<file path="config.mk">
export PLATFORM = sky130hd
export DESIGN_NAME = gpio_edge_irq
export DESIGN_NICKNAME = d
export VERILOG_FILES = /design/src/rtl/gpio_irq_pkg.sv /design/src/rtl/gpio_irq_sync.sv /design/src/rtl/gpio_irq_detect.sv /design/src/rtl/gpio_irq_regs.sv /design/src/rtl/gpio_edge_irq.sv
export SDC_FILE = /design/constraint.sdc
export NUM_CORES = 1
export LEC_CHECK = 0
export ABC_AREA = 1
export CORE_AREA = 2 2 104 106
export DETAILED_ROUTE_END_ITERATION = 12
export DIE_AREA = 0 0 106 108
export HOLD_SLACK_MARGIN = 0.05
export PLACE_DENSITY_LB_ADDON = 0.05
export SLEW_MARGIN = 20
export SYNTH_ARGS = -nofsm -noshare
export SYNTH_HDL_FRONTEND = slang
export SYNTH_SLANG_ARGS = --single-unit
</file>
<file path="constraint.sdc">
create_clock -name clk -period 1.43 [get_ports clk]
set_input_delay 0.143 -clock clk [delete_from_list [all_inputs] [get_ports clk]]
set_output_delay 0.143 -clock clk [all_outputs]
set_load 0.01 [all_outputs]
</file>
<file path="src/rtl/gpio_irq_pkg.sv">
package gpio_irq_pkg;

  typedef enum logic [2:0] {
    ADDR_MASK  = 3'd0,
    ADDR_SENSE = 3'd1,
    ADDR_SRC   = 3'd2,
    ADDR_CTRL  = 3'd3,
    ADDR_LEVEL = 3'd4
  } reg_addr_e;

  localparam int unsigned REG_W  = 32;
  localparam int unsigned ADDR_W = 3;

  // code bit 0 enables low-to-high, code bit 1 enables high-to-low
  function automatic logic edge_hit(input logic [1:0] code, input logic prev, input logic cur);
    return (code[0] & ~prev & cur) | (code[1] & prev & ~cur);
  endfunction

endpackage

</file>
<file path="src/rtl/gpio_irq_sync.sv">
module gpio_irq_sync #(
  parameter int unsigned LINES  = 16,
  parameter int unsigned STAGES = 2
) (
  input  logic             clk,
  input  logic             rst_n,
  input  logic [LINES-1:0] pin_in,
  output logic [LINES-1:0] level,
  output logic [LINES-1:0] level_prev
);
  logic [LINES-1:0] stage_q [STAGES];

  for (genvar s = 0; s < STAGES; s++) begin : g_stage
    if (s == 0) begin : g_first
      always_ff @(posedge clk or negedge rst_n)
        if (!rst_n) stage_q[s] <= '0;
        else        stage_q[s] <= pin_in;
    end else begin : g_next
      always_ff @(posedge clk or negedge rst_n)
        if (!rst_n) stage_q[s] <= '0;
        else        stage_q[s] <= stage_q[s-1];
    end
  end

  always_ff @(posedge clk or negedge rst_n)
    if (!rst_n) level_prev <= '0;
    else        level_prev <= stage_q[STAGES-1];

  assign level = stage_q[STAGES-1];
endmodule

</file>
<file path="src/rtl/gpio_irq_detect.sv">
module gpio_irq_detect
  import gpio_irq_pkg::*;
#(
  parameter int unsigned LINES = 16
) (
  input  logic [LINES-1:0]   level,
  input  logic [LINES-1:0]   level_prev,
  input  logic [2*LINES-1:0] sense,
  output logic [LINES-1:0]   hit
);
  for (genvar i = 0; i < LINES; i++) begin : g_line
    assign hit[i] = edge_hit(sense[2*i+1 -: 2], level_prev[i], level[i]);
  end
endmodule

</file>
<file path="src/rtl/gpio_irq_regs.sv">
module gpio_irq_regs
  import gpio_irq_pkg::*;
#(
  parameter int unsigned LINES = 16
) (
  input  logic               clk,
  input  logic               rst_n,
  input  logic               wr_en,
  input  logic               rd_en,
  input  logic [ADDR_W-1:0]  addr,
  input  logic [REG_W-1:0]   wdata,
  input  logic [LINES-1:0]   hit,
  input  logic [LINES-1:0]   level,
  output logic [REG_W-1:0]   rdata,
  output logic [LINES-1:0]   mask,
  output logic [2*LINES-1:0] sense,
  output logic [LINES-1:0]   src
);
  logic keep_q;

  // named internal events for the checks below
  logic [LINES-1:0] set_vec;
  logic [LINES-1:0] clr_vec;
  logic             rd_clear;

  assign set_vec  = hit & ~mask;
  assign rd_clear = rd_en && (addr == ADDR_LEVEL) && !keep_q;
  assign clr_vec  = ((wr_en && addr == ADDR_SRC) ? wdata[LINES-1:0] : '0)
                  | {LINES{rd_clear}};

  always_ff @(posedge clk or negedge rst_n) begin
    if (!rst_n) begin
      mask   <= '1;
      sense  <= '0;
      keep_q <= 1'b0;
    end else if (wr_en) begin
      case (reg_addr_e'(addr))
        ADDR_MASK:  mask   <= wdata[LINES-1:0];
        ADDR_SENSE: sense  <= wdata[2*LINES-1:0];
        ADDR_CTRL:  keep_q <= wdata[0];
        default:    ;
      endcase
    end
  end

  // a fresh edge overrides a clear in the same cycle
  always_ff @(posedge clk or negedge rst_n)
    if (!rst_n) src <= '0;
    else        src <= (src & ~clr_vec) | set_vec;

  always_comb begin
    rdata = '0;
    case (reg_addr_e'(addr))
      ADDR_MASK:  rdata[LINES-1:0]   = mask;
      ADDR_SENSE: rdata[2*LINES-1:0] = sense;
      ADDR_SRC:   rdata[LINES-1:0]   = src;
      ADDR_CTRL:  rdata[0]           = keep_q;
      ADDR_LEVEL: rdata[LINES-1:0]   = level;
      default:    rdata = '0;
    endcase
  end

  // a bit rises only after an unmasked edge
  assert_set_only_on_edge_R4: assert property (@(posedge clk) disable iff (!rst_n)
    ((src & ~$past(src) & ~$past(set_vec)) == '0));

  // a requested clear without an edge removes the bit
  assert_clear_takes_R6: assert property (@(posedge clk) disable iff (!rst_n)
    (($past(clr_vec & ~set_vec) & src) == '0));

  // every unmasked edge is latched, clear or not
  assert_edge_wins_R7: assert property (@(posedge clk) disable iff (!rst_n)
    (($past(set_vec) & ~src) == '0));

  // pending bits vanish only through a clear request
  assert_no_stray_clear_R5: assert property (@(posedge clk) disable iff (!rst_n)
    (($past(src) & ~$past(clr_vec) & ~src) == '0));
endmodule

</file>
<file path="src/rtl/gpio_edge_irq.sv">
module gpio_edge_irq
  import gpio_irq_pkg::*;
#(
  parameter int unsigned LINES       = 16,
  parameter int unsigned SYNC_STAGES = 2
) (
  input  logic                clk,
  input  logic                rst_n,
  input  logic [LINES-1:0]    pin_in,
  input  logic                reg_wr_en,
  input  logic                reg_rd_en,
  input  logic [ADDR_W-1:0]   reg_addr,
  input  logic [REG_W-1:0]    reg_wdata,
  output logic [REG_W-1:0]    reg_rdata,
  output logic                irq_n
);
  localparam int unsigned SENSE_W = 2 * LINES;

  logic [LINES-1:0]   level;
  logic [LINES-1:0]   level_prev;
  logic [LINES-1:0]   hit;
  logic [LINES-1:0]   mask;
  logic [LINES-1:0]   src;
  logic [SENSE_W-1:0] sense;
  logic               mask_wr;

  gpio_irq_sync #(.LINES(LINES), .STAGES(SYNC_STAGES)) sync_i (
    .clk(clk), .rst_n(rst_n), .pin_in(pin_in),
    .level(level), .level_prev(level_prev)
  );

  gpio_irq_detect #(.LINES(LINES)) detect_i (
    .level(level), .level_prev(level_prev), .sense(sense), .hit(hit)
  );

  gpio_irq_regs #(.LINES(LINES)) regs_i (
    .clk(clk), .rst_n(rst_n), .wr_en(reg_wr_en), .rd_en(reg_rd_en),
    .addr(reg_addr), .wdata(reg_wdata), .hit(hit), .level(level),
    .rdata(reg_rdata), .mask(mask), .sense(sense), .src(src)
  );

  assign mask_wr = reg_wr_en && (reg_addr == ADDR_MASK);
  assign irq_n   = ~|(src & ~mask);

  // the request only drops after an unmasked edge or a mask change
  assert_irq_cause_R8: assert property (@(posedge clk) disable iff (!rst_n)
    $fell(irq_n) |-> ($past(|(hit & ~mask)) || $past(mask_wr)));
endmodule

</file>
# After elaboration in Yosys (flattened, before gate mapping)

Cells that the tools add are included.

Register bits: 113
Bits of input ports: 55
Output and inout bits: 33
Word-level logic and storage cells: 144

Equal/unequal tests: 4
Mux-type cells: 4
Bitwise gates (word level): 119
Reductions and logical operators: 10

Operators by type and width:

| operator                                             | count |
|---|---|
| AND 1 bit                                            | 64 |
| one-hot mux 15 bit (4 select lines)                  | 1 |
| AND 16 bit                                           | 3 |
| 2-to-1 mux 16 bit                                    | 2 |
| inverter 1 bit                                       | 32 |
| inverter 16 bit                                      | 2 |
| OR 16 bit                                            | 2 |
| OR 1 bit                                             | 16 |
| OR reduction 16 bit                                  | 1 |
| equality test 3 x 2 -> 1 bit (second input constant) | 2 |
| AND reduction 2 bit                                  | 3 |
| one-hot mux 1 bit (5 select lines)                   | 1 |
| equality test 3 x 1 -> 1 bit (second input constant) | 1 |
| equality test 3 bit (second input constant)          | 1 |
| logical AND 1 bit                                    | 3 |
| logical NOT 3 bit                                    | 1 |
| logical NOT 1 bit                                    | 2 |

# Logic depth before layout (Yosys ltp)

Gate-level depths: netlist of run 1.

Word-level depth: 7
Depth in mapped cells: 8
Mapped depth without buffers: 6

# Cells and area by module

From an unflattened synthesis of run 1, not the netlist that was laid out.

Cell total of the unflattened synthesis: 683
Area, all modules: 5306.3 um^2

By module, submodules not included:

| module          | instances | cells each | area an instance (um^2) | sequential area each (um^2) |
|---|---|---|---|---|
| gpio_irq_regs   | 1         | 493        | 3470.8                  | 1646.6 |
| gpio_irq_sync   | 1         | 64         | 1321.3                  | 1201.2 |
| gpio_irq_detect | 1         | 80         | 340.3                   | 0.0 |
| gpio_edge_irq   | 1         | 46         | 173.9                   | 0.0 |

# Worst setup path after synthesis of run 1

OpenSTA, ideal clock, no wires.

Path kind: input to output
Start point: input reg_addr[2]
End point: output reg_rdata[15]
Arrival: 1.080 ns
Data required time: 1.287 ns
Setup slack: 0.207 ns
Stages: 8
Path buffers: 2
Cells stage by stage: buf_4 inv_1 nor3_2 buf_2 nand2_1 nand2_1 inv_1 nand2_1

Word-level cells in the longest chain between the ends: 2
Elaborated cells on any way between the ends: 5
Classes of those cells: eq/ne (3); mux (1); reduce/logical (1)

Ends and longest elaborated chain:

| item                                        | RTL line            | RTL |
|---|---|---|
| start: declaration                          | gpio_edge_irq.sv:12 | `input logic [ADDR_W-1:0] reg_addr,` |
| equality test 3 bit (tied with other cells) | gpio_irq_regs.sv:53 | `case (reg_addr_e'(addr))` |
| one-hot mux 15 bit (4 select lines) (*)     | gpio_irq_regs.sv:53 |  |
| end: declaration                            | gpio_edge_irq.sv:14 | `output logic [REG_W-1:0] reg_rdata,` |

Every way passes the cells marked *; elsewhere a longest branch is shown, timed or not.

# Worst setup path after layout of run 1

Start point: register regs_i.mask[12]
End point: output irq_n

Word-level cells in the longest chain between the ends: 4

Ends and longest elaborated chain:

| item                     | RTL line            | RTL |
|---|---|---|
| start: declaration       | gpio_irq_regs.sv:15 | `output logic [LINES-1:0] mask,` |
| start signal: assignment | gpio_irq_regs.sv:38 | `ADDR_MASK: mask <= wdata[LINES-1:0];` |
| inverter 16 bit          | gpio_edge_irq.sv:43 | `assign irq_n = ~\|(src & ~mask);` |
| AND 16 bit               | gpio_edge_irq.sv:43 |  |
| OR reduction 16 bit      | gpio_edge_irq.sv:43 |  |
| logical NOT 1 bit        | gpio_edge_irq.sv:43 |  |
| end: declaration         | gpio_edge_irq.sv:15 | `output logic irq_n` |

Every way passes these cells.

==> metrics.yaml, run 1 <==
synth_cells: 619
ant_nets: 0
initial_utilization_pct: 49.1
synth_compound_area_share_pct: 5.97
vias: 4674
clk_pin_slew_ns: 0.06
post_drt_wl_per_cell_um: 15.0
cp_slowest_cell: "dfstp_2"
cp_top_family: "flip-flops"
slew_headroom_pct: 79.4
peakVddDrop_v: 0.00101
reg2reg_from: "regs_i.mask[0]"
cp.arrival_ns: 1.69
violations: "negative setup slack"
fmax_mhz: 547
synthSimpleGateAreaFrac_pct: 28.5
core-area_um2: 10200
yosysSeqAreaShare_pct: 56.7
worst_slack_ns: -0.399
track_usage_pct: 25.0
grt_pass1_wl_um: 21700
grt-ovfl-total: 0
clock_path_buffers: 2
final.setup_skew_ns: 0.00980
antennaDiodeCount: 0
grt_max_degree: 57
synthesis.nets: 674
root_buffer: "clkbuf_8"
synth_cell_type_count: 20
drc_errors: 0
viasPerCell: 4.92
leakage_nw: 3.87
drt_iter0_drc: 199
ys_ff_latch: 113
die_h_um: 108
reg2reg_depth: 6
mostFrequentLayoutCells: "204 x nand2_1, 97 x dfrtp_1, 68 x inv_1"
cts_inserted_buffers: 17
synthAdderAreaFrac_pct: 0
power_density_nw_per_um2: 1380
crit_chain: "inv_1 > nand2_1 > o21ai_2 > nor2_2 > nand2_1 > nor2_2 > buf_2"
cp-end-kind: "output pin"
final_common_cell: "nand2_1"
synthXorXnorAreaFrac_pct: 0
drv_cap: 0
synthToLayoutAreaGrowth_pct: 54.5
cp_slowest_stage_delay_ns: 0.54
setup_viol: 25
cp_max_fo: 2
syn_area_per_cell_um2: 8.12
hold_class: "in -> reg"
holdPathStages: 1
synth_top_family_by_area: "simple AND/OR/NAND/NOR gates"
hp-start: "pin_in[8]"
slew_violations: 0
wl_um: 14300
min_to: "sync_i.stage_q[24]"
path_buf_inv: 2
synth_area_um2: 5030
grt_pass1_vias: 4398
cts_tree: "yes"
yosysWarnings: 0
rsz0062_at_grt: "true"
hold_viol: 0
clk_latency_ns: 0.51
num_rows: 37
r2r_slack_ns: 0.35
worst_pin_slew_ns: 0.309
crit_type: "reg -> out"
io_pins: 88
post-route-min-period_ns: 1.83
drive_gt1_share_pct: 32.1
cts.sinks: 113
outcome: "complete, but fails checks"
dp_worst_setup_slack_ns: -0.755
antenna_found_initial: 0
htree_levels: 4
fp.dieArea_um2: 11400
crit_required_ns: 1.29
final.setup.tns_ns: -3.81
period_share_pct: 128
drt-pass1-iter-count: 5
nets: 856
portBuffers: 87
die_w_um: 106
reg2reg_to: "regs_i.src[0]"
hpwl_um: 8610
synth_mux_area_share_pct: 0
cp-start-kind: "flop"
place_congestion: 0.822
==> state kept, by name, summed over array words and instances (netlist names) <==
name,cells
regs_i.sense,32
regs_i.mask,16
regs_i.src,16
sync_i.level,16
sync_i.level_prev,16
sync_i.stage_q,16
regs_i.keep_q,1
==> through the flow <==
| step | hold WS (ns) | total power, mW | std cells | utilization, % | instance area (um2) |
|---|---|---|---|---|---|
| global placement | -0.0245 | 5.83 | 886 | 64.3 | 6580 |
| global route | 0.0513 | 11.2 | 950 | 75.9 | 7760 |
| detailed placement | -0.0186 | 5.87 | 886 | 64.3 | 6580 |
| finish | 0.0711 | 10.7 | 950 | 75.9 | 7760 |
| CTS | 0.0546 | 10.4 | 933 | 71.3 | 7290 |
| floorplan | -0.153 | 4.81 | 619 | - | 5030 |
==> power by group <==
part	total [mW]	switching (mW)	internal, mW
combinational	2.23	1.08	1.16
sequential	4.06	0.341	3.72
clock	4.40	1.48	2.92
==> routing by layer <==
metal	track usage (%)	wire length (um)
met5	0	0
met4	8.18	291
met3	5.42	609
met2	42.6	7340
met1	31.9	6020
==> final cells by class <==
cell class | instances | area, um2
clock inverters | 13 | 184
fillers | 738 | 2470
clock buffers | 19 | 442
well taps | 136 | 170
multi-input cells | 396 | 1970
flip-flops and latches | 113 | 2850
repair buffers | 187 | 1820
inverters | 86 | 327
==> worst max path at each step <==
stage          slack (ns)             from             to  cells after the start
2_1_floorplan        0.21      reg_addr[2]  reg_rdata[15]                      8
3_3_place_gp        -0.73      reg_addr[2]   reg_rdata[6]                      9
3_5_place_dp        -0.75      reg_addr[2]   reg_rdata[6]                      9
4_1_cts             -0.46  regs_i.mask[14]          irq_n                      7
5_1_grt             -0.50  regs_i.mask[12]          irq_n                      7
6_report            -0.40  regs_i.mask[12]          irq_n                      7
==> logic make-up after synthesis <==
| kind of cell | after synthesis |
|---|---|
| and+or+nand+nor | 336 |
| DFF | 113 |
| buffers and inverters | 110 |
| AOI/OAI and AO/OA | 60 |
==> repair_timing <==
item                                    CTS  global route
resized for setup                       175           107
gates cloned                              1             1
pin swaps                                16            28
buffers inserted                         12            17
endpoints found under the hold margin   113             2
endpoints found under the setup margin   33            33
hold buffers                              2             2
==> worst register-to-register path: stages (launching register included) <==
cell     delay (ns)
dfstp_2        0.54
buf_4          0.11
buf_6          0.09
buf_4          0.10
nor2_1         0.04
nand2_1        0.05
nand2_1        0.05
==> synth_stat cells <==
cell / n / area, um2
nand2_1: 235 / 882
dfrtp_1: 97 / 2430
inv_1: 84 / 315
o21ai_0: 46 / 230
nand3_1: 36 / 180
nor2_1: 34 / 128
nand4_1: 17 / 106
dfstp_2: 16 / 420
clkbuf_1: 10 / 37.5
a21oi_1: 9 / 45.0
buf_2: 9 / 45.0
nand3b_1: 7 / 52.6
o21ai_1: 5 / 25.0
buf_4: 4 / 30.0
nor3_4: 3 / 48.8
inv_2: 2 / 7.51
nand2_2: 2 / 12.5
buf_6: 1 / 11.3
nor2_4: 1 / 11.3
nor3_2: 1 / 10.0
Power figures use the tool's default switching activity.
==> inputs of run 2 (changes only) <==
--- a/config.mk
+++ b/config.mk
@@ -9,6 +9,7 @@
 export CORE_AREA = 2 2 104 106
 export DETAILED_ROUTE_END_ITERATION = 12
 export DIE_AREA = 0 0 106 108
+export DONT_BUFFER_PORTS = 1
 export HOLD_SLACK_MARGIN = 0.05
 export PLACE_DENSITY_LB_ADDON = 0.05
 export SLEW_MARGIN = 20
==> run 2 against run 1 <==
  * The flow finishes with violations (negative hold slack, negative setup slack)
  * Die area is the same
  * Via count decreased by 9.3%
  * Maximum frequency is 5.2% higher
  * Cell area down 13%
  * Register-to-register slack hardly changed
  * Sequential power barely moved
==> metrics.yaml, run 2 (same netlist as run 1, synthesis figures left out) <==
outcome: "complete, but fails checks"  # unchanged
violations: "negative hold slack, negative setup slack"  # was negative setup slack
dp_worst_setup_slack_ns: 0.0848  # was -0.755 ns
hold_class: "in -> async"  # was in -> reg
setup_viol: 12  # was 25
drive_gt1_share_pct: 17.7  # was 32.1%
place_congestion: 0.822  # about the same
track_usage_pct: 23.9  # was 25.0%
post-route-min-period_ns: 1.74  # was 1.83 ns
cp-end-kind: "output pin"  # unchanged
mostFrequentLayoutCells: "211 x nand2_1, 97 x dfrtp_1, 77 x inv_1"  # was 204 x nand2_1, 97 x dfrtp_1, 68 x inv_1
synthToLayoutAreaGrowth_pct: 33.8  # was 54.5%
grt_use_met3_pct: 5.61  # was 5.42%
post_drt_wl_per_cell_um: 14.7  # was 15.0 um
ctsHoldBuffers: 65  # was 2
slew_violations: 0  # unchanged
clock_path_buffers: 2  # unchanged
drc_errors: 0  # unchanged
hpwl_um: 7370  # was 8610 um
grt_pass1_vias: 4298  # was 4398
hold_viol: 113  # was 0
grt-ovfl-total: 0  # unchanged
finalPower_mw: 9.73  # was 10.7 mW
worst_slack_ns: -0.309  # was -0.399 ns
drv_cap: 0  # unchanged
stdcell_area_um2: 6720  # was 7760 um2
cts.sinks: 113  # unchanged
grt.busiest_layer: "met2"  # unchanged
clk_latency_ns: 0.51  # about the same
drt-pass1-iter-count: 4  # was 5
antenna_found_initial: 0  # unchanged
leakage_nw: 3.32  # was 3.87 nW
grt_max_degree: 114  # was 57
hold_ws_ns: -0.674  # was 0.0711 ns
viasPerCell: 4.90  # was 4.92
ant_nets: 0  # unchanged
drt_iter0_drc: 189  # was 199
regMostFlops: "regs_i.sense"  # unchanged
antennaDiodeCount: 0  # unchanged
worst_pin_slew_ns: 1.04  # was 0.309 ns
fill_cells: 887  # was 738
grt_pass1_wl_um: 20900  # was 21700 um
die_w_um: 106  # unchanged
die_h_um: 108  # unchanged
num_rows: 37  # unchanged
root_buffer: "clkbuf_8"  # unchanged
finalNonFillerCells: 865  # was 950
crit_required_ns: 1.29  # about the same
portBuffers: 0  # was 87
wl_um: 12700  # was 14300 um
cts_inserted_buffers: 17  # unchanged
final.setup_skew_ns: 0.00774  # was 0.00980 ns
nets: 772  # was 856
fmax_mhz: 575  # was 547 MHz
peakVddDrop_v: 0.000884  # was 0.00101 V
final_common_cell: "nand2_1"  # unchanged
vias: 4240  # was 4674
slew_headroom_pct: 30.9  # was 79.4%
dpl-instance-area_um2: 5270  # was 6580 um2
cp.arrival_ns: 1.60  # was 1.69 ns
cp_max_fo: 2  # unchanged
cts_tree: "yes"  # unchanged
htree_levels: 4  # unchanged
crit_type: "reg -> out"  # unchanged
met2_usage_pct: 40.2  # was 42.6%
dp.cells: 757  # was 886
period_share_pct: 122  # was 128%
rsz0062_at_grt: "true"  # unchanged
core-area_um2: 10200  # unchanged
cp-start-kind: "flop"  # unchanged
power_density_nw_per_um2: 1450  # was 1380 nW/um2
fp.dieArea_um2: 11400  # unchanged
grt_use_met1_pct: 30.0  # was 31.9%
clk_pin_slew_ns: 0.05  # was 0.06 ns
io_pins: 88  # unchanged
largest_register_ffs: 32  # unchanged
initial_utilization_pct: 49.1  # unchanged
run 2: changes by cell type in the layout (fill, tap and decap cells not counted), moves of 14 or more:
cell / change
buf_2: -14
buf_4: -28
buf_6: -39
clkdlybuf4s50_1: -50
dlygate4sd3_1: +60
nor2_1: +17
nor2_4: -15
run 2: timing repair:
item / CTS / global route
gates resized for setup: 24 / 23
endpoints found under the setup margin: 17 / 20
hold endpoints to repair: 194 / 113
setup buffers: 6 / 7
pin swaps: 15 / 22
run 2: report_power, final:
group	internal [mW]	total [mW]	leakage [nW]	switching, mW
Clock	2.94	4.34	0.296	1.40
Combinational	0.596	1.31	1.71	0.714
Sequential	3.72	4.07	1.31	0.349
run 2: final cells by class:
class	instances	area, um2	share of cell area [%]
Sequential cell	113	2850	42.4
Multi-Input combinational cell	396	1810	27.0
Timing Repair Buffer	103	953	14.2
Clock buffer	21	459	6.83
Inverter	86	323	4.80
Tap cell	136	170	2.53
Clock inverter	10	158	2.34
run 2: final timing paths:
kind                                         start         endpoint  slack [ns]  depth (start not counted)
worst max-delay path               regs_i.mask[14]            irq_n       -0.31                          6
worst min-delay path                         rst_n    regs_i.keep_q       -0.67                          0
worst max register to register       regs_i.keep_q   regs_i.src[13]        0.34                          5
worst min register to register  sync_i.stage_q[23]  sync_i.level[7]        0.34                          0
max in group asynchronous                    rst_n   regs_i.mask[9]        1.87                          0
min in group clk                       reg_addr[2]    regs_i.src[7]        0.14                          4
run 2: per-stage QoR:
stage	util [%]	setup TNS, ns	hold slack [ns]
after CTS	64.9	-1.41	-0.695
after floorplan	-	0	-0.153
after global routing	65.7	-2.15	-0.699
after detailed placement	51.5	0	-0.148
after global placement	51.5	0	-0.148
final	65.7	-1.07	-0.674
run 2: routing by layer:
metal	wire [um]	vias to the layer above	part of all wire (%)
met3	737	23	5.8
met5	0	-	0
li1	-	2116	-
met1	5520	1974	43
met2	6130	127	48
met4	305	0	2.4
run 2: worst max-delay path: stages, from the launching register on:
cell and delay, ns:
dfstp_2 0.54, inv_2 0.04, nand2_1 0.05, o21ai_1 0.07
nor2_1 0.15, nand2_2 0.11, nor2_4 0.13
==> inputs of run 3 (changes only) <==
--- a/config.mk
+++ b/config.mk
@@ -6,13 +6,14 @@
 export NUM_CORES = 1
 export LEC_CHECK = 0
 export ABC_AREA = 1
-export CORE_AREA = 2 2 104 106
+export CORE_AREA = 2 2 107 109
 export DETAILED_ROUTE_END_ITERATION = 12
-export DIE_AREA = 0 0 106 108
+export DIE_AREA = 0 0 109 111
 export DONT_BUFFER_PORTS = 1
 export HOLD_SLACK_MARGIN = 0.05
 export PLACE_DENSITY_LB_ADDON = 0.05
 export SLEW_MARGIN = 20
 export SYNTH_ARGS = -nofsm -noshare
 export SYNTH_HDL_FRONTEND = slang
+export SYNTH_HIERARCHICAL = 1
 export SYNTH_SLANG_ARGS = --single-unit
==> run 3 against run 2 <==
  * The run still ends with negative hold slack, negative setup slack left
  * Combinational power is 12% higher
  * Synthesized area is 5.6% higher
  * Sequential power is 3% higher
  * Clock skew is 0.00080 ns lower
  * Count of clock-buffer cells in the layout is 2 higher
  * First-iteration DRC count is 62% higher
  * Flip-flop and latch count stayed put
==> metrics.yaml, run 3 <==
drc_errors: 0  # unchanged
worst_slack_ns: -0.202  # was -0.309 ns
hpwl_um: 8160  # was 7370 um
htree_levels: 4  # unchanged
antenna_found_initial: 0  # unchanged
syn_area_per_cell_um2: 7.77  # was 8.12 um2
synth_area_um2: 5310  # was 5030 um2
clock_path_buffers: 2  # unchanged
track_usage_pct: 24.5  # was 23.9%
grt_pass1_wl_um: 22200  # was 20900 um
post_drt_wl_per_cell_um: 14.6  # was 14.7 um
drv_cap: 0  # unchanged
viasPerCell: 4.85  # was 4.90
drt_iter0_drc: 307  # was 189
slew_headroom_pct: 62.6  # was 30.9%
root_buffer: "clkbuf_16"  # was clkbuf_8
cp.arrival_ns: 1.49  # was 1.60 ns
cp-end-kind: "output pin"  # unchanged
dp_worst_setup_slack_ns: 0.155  # was 0.0848 ns
leakage_nw: 3.60  # was 3.32 nW
synthesis.nets: 738  # was 674
regMostFlops: "regs_i/sense"  # was regs_i.sense
ys_ff_latch: 113  # unchanged
peakVddDrop_v: 0.000958  # was 0.000884 V
hold_viol: 113  # unchanged
finalNonFillerCells: 932  # was 865
portBuffers: 0  # unchanged
grt_max_degree: 114  # unchanged
async_flop_share_pct: 100  # unchanged
yosysTopAreaCellShare_pct: 45.7  # was 48.3%
clk_pin_slew_ns: 0.05  # about the same
final.setup_skew_ns: 0.00693  # was 0.00774 ns
worst_pin_slew_ns: 0.560  # was 1.04 ns
io_pins: 88  # unchanged
wl_um: 13600  # was 12700 um
drt-pass1-iter-count: 4  # unchanged
synth_top_area_cell: "dfrtp_1"  # unchanged
drive_gt1_share_pct: 17.1  # was 17.7%
finalPower_mw: 9.64  # was 9.73 mW
core-area_um2: 11100  # was 10200 um2
period_share_pct: 114  # was 122%
final_common_cell: "nand2_1"  # unchanged
vias: 4524  # was 4240
cp-start-kind: "flop"  # unchanged
slew_violations: 0  # unchanged
dp.cells: 817  # was 757
pwr-share-seq_pct: 43.6  # was 41.9%
hold_ws_ns: -0.577  # was -0.674 ns
clock_power_share_pct: 41.2  # was 44.6%
synth_cells: 683  # was 619
clk_latency_ns: 0.42  # was 0.51 ns
cts_tree: "yes"  # unchanged
power_density_nw_per_um2: 1380  # was 1450 nW/um2
yosysWarnings: 6  # was 0
synthToLayoutAreaGrowth_pct: 31.2  # was 33.8%
grt-ovfl-total: 0  # unchanged
fp.dieArea_um2: 12100  # was 11400 um2
setup_viol: 6  # was 12
nets: 831  # was 772
yosys-top-cells-area: "dfrtp_1 46%, nand2_1 18%, inv_1 9.2%"  # was dfrtp_1 48%, nand2_1 18%, dfstp_2 8.4%
pwr-share-comb_pct: 15.2  # was 13.5%
ctsHoldBuffers: 72  # was 65
ys.flop_type: "dfrtp_1"  # unchanged
largest_register_ffs: 32  # unchanged
mostFrequentLayoutCells: "219 x nand2_1, 126 x inv_1, 97 x dfrtp_1"  # was 211 x nand2_1, 97 x dfrtp_1, 77 x inv_1
rsz0062_at_grt: "true"  # unchanged
outcome: "complete, but fails checks"  # unchanged
synth-edff-count: 0  # unchanged
yosys-top-cells-count: "248 x nand2_1, 130 x inv_1, 97 x dfrtp_1"  # was 235 x nand2_1, 97 x dfrtp_1, 84 x inv_1
hold_class: "in -> async"  # unchanged
initial_utilization_pct: 47.9  # was 49.1%
power_switching_mw: 2.68  # was 2.46 mW
crit_required_ns: 1.29  # about the same
cp_max_fo: 3  # was 2
die_h_um: 111  # was 108 um
ant_nets: 0  # unchanged
yosysMostFrequentCell: "nand2_1"  # unchanged
cts_inserted_buffers: 17  # unchanged
place_congestion: 0.784  # was 0.822
synth_cell_type_count: 18  # was 20
antennaDiodeCount: 0  # unchanged
num_rows: 39  # was 37
cts.sinks: 113  # unchanged
fmax_mhz: 613  # was 575 MHz
switching_share_pct: 27.8  # was 25.3%
p_int_mw: 6.96  # was 7.27 mW
die_w_um: 109  # was 106 um
yosysSeqAreaShare_pct: 53.7  # was 56.7%
grt_pass1_vias: 4401  # was 4298
post-route-min-period_ns: 1.63  # was 1.74 ns
crit_type: "reg -> out"  # unchanged
violations: "negative hold slack, negative setup slack"  # unchanged
==> run 3: cell types whose count changed after synthesis <==
cell,previous run,this run
nand3b_1,7,0
nand3_1,36,67
buf_4,4,20
inv_1,84,130
a21oi_1,9,0
o21ai_0,46,29
nor2_1,34,25
nand2_1,235,248
==> run 3: repair_timing <==
item / CTS / global route
resized for setup: 13 / 33
buffers inserted: 5 / 9
endpoints found under the setup margin: 5 / 19
pin swaps: 9 / 18
endpoints found under the hold margin: 194 / 113
==> run 3: through the flow <==
step	TNS [ns]	util [%]	area (um2)
floorplan	0	-	5310
global placement	0	49.4	5470
detailed placement	0	49.4	5470
CTS	-0.423	61.8	6840
global route	-0.959	62.8	6960
finish	-0.374	62.8	6960
==> run 3: area by class of cell <==
class | instances | area [um2]
well taps | 143 | 179
repair buffers | 114 | 1070
clock inverters | 9 | 82.6
inverters | 132 | 495
flip-flops and latches | 113 | 2850
fillers | 978 | 4120
clock buffers | 23 | 478
multi-input cells | 398 | 1810
==> run 3: worst paths after layout <==
path	start	to	slack (ns)	cells after the start
setup / recovery	regs_i/mask[13]	irq_n	-0.20	6
hold / removal	rst_n	regs_i/keep_q	-0.58	0
setup reg to reg	regs_i/mask[11]	regs_i/mask[11]	0.15	3
hold reg to reg	sync_i/stage_q[26]	sync_i/level[10]	0.35	0
max in group asynchronous	rst_n	regs_i/mask[2]	1.74	0
min in group clk	reg_addr[2]	regs_i/mask[10]	0.07	4
==> run 3: power groups by stage <==
stage / registers (mW) / clock network, mW / logic (mW)
final: 4.20 / 3.97 / 1.47
after global routing: 4.27 / 4.21 / 1.69
after CTS: 4.19 / 4.04 / 1.36
after detailed placement: 4.25 / 0 / 1.09
after global placement: 4.23 / 0 / 1.07
after floorplan: 4.10 / 0 / 0.920
==> run 3: routing by layer <==
metal / up-vias / track usage [%] / part of all wire [%]
met2: 127 / 37.0 / 47
met5: - / 0 / 0
met1: 2142 / 32.2 / 45
met3: 25 / 7.70 / 5.9
met4: 0 / 11.2 / 2.3
li1: 2230 / - / -
==> run 3: worst max-delay path, cell delays in order, from the launching register on <==
cell     delay [ns]
dfstp_2        0.56
inv_2          0.04
nand2_2        0.07
nand2_1        0.05
nor2_1         0.10
nand2_1        0.09
nor2_4         0.16
==> run 3: cells by family (layout without fill, tap and decap cells) <==
kind of cell | count (synthesis) | in the layout | share of synthesized area (%)
AO/OA/AOI/OAI | 34 | 34 | 3.21
buffers and inverters | 172 | 278 | 13.9
AND/OR/NAND/NOR | 364 | 364 | 29.2
flip-flops | 113 | 113 | 53.7
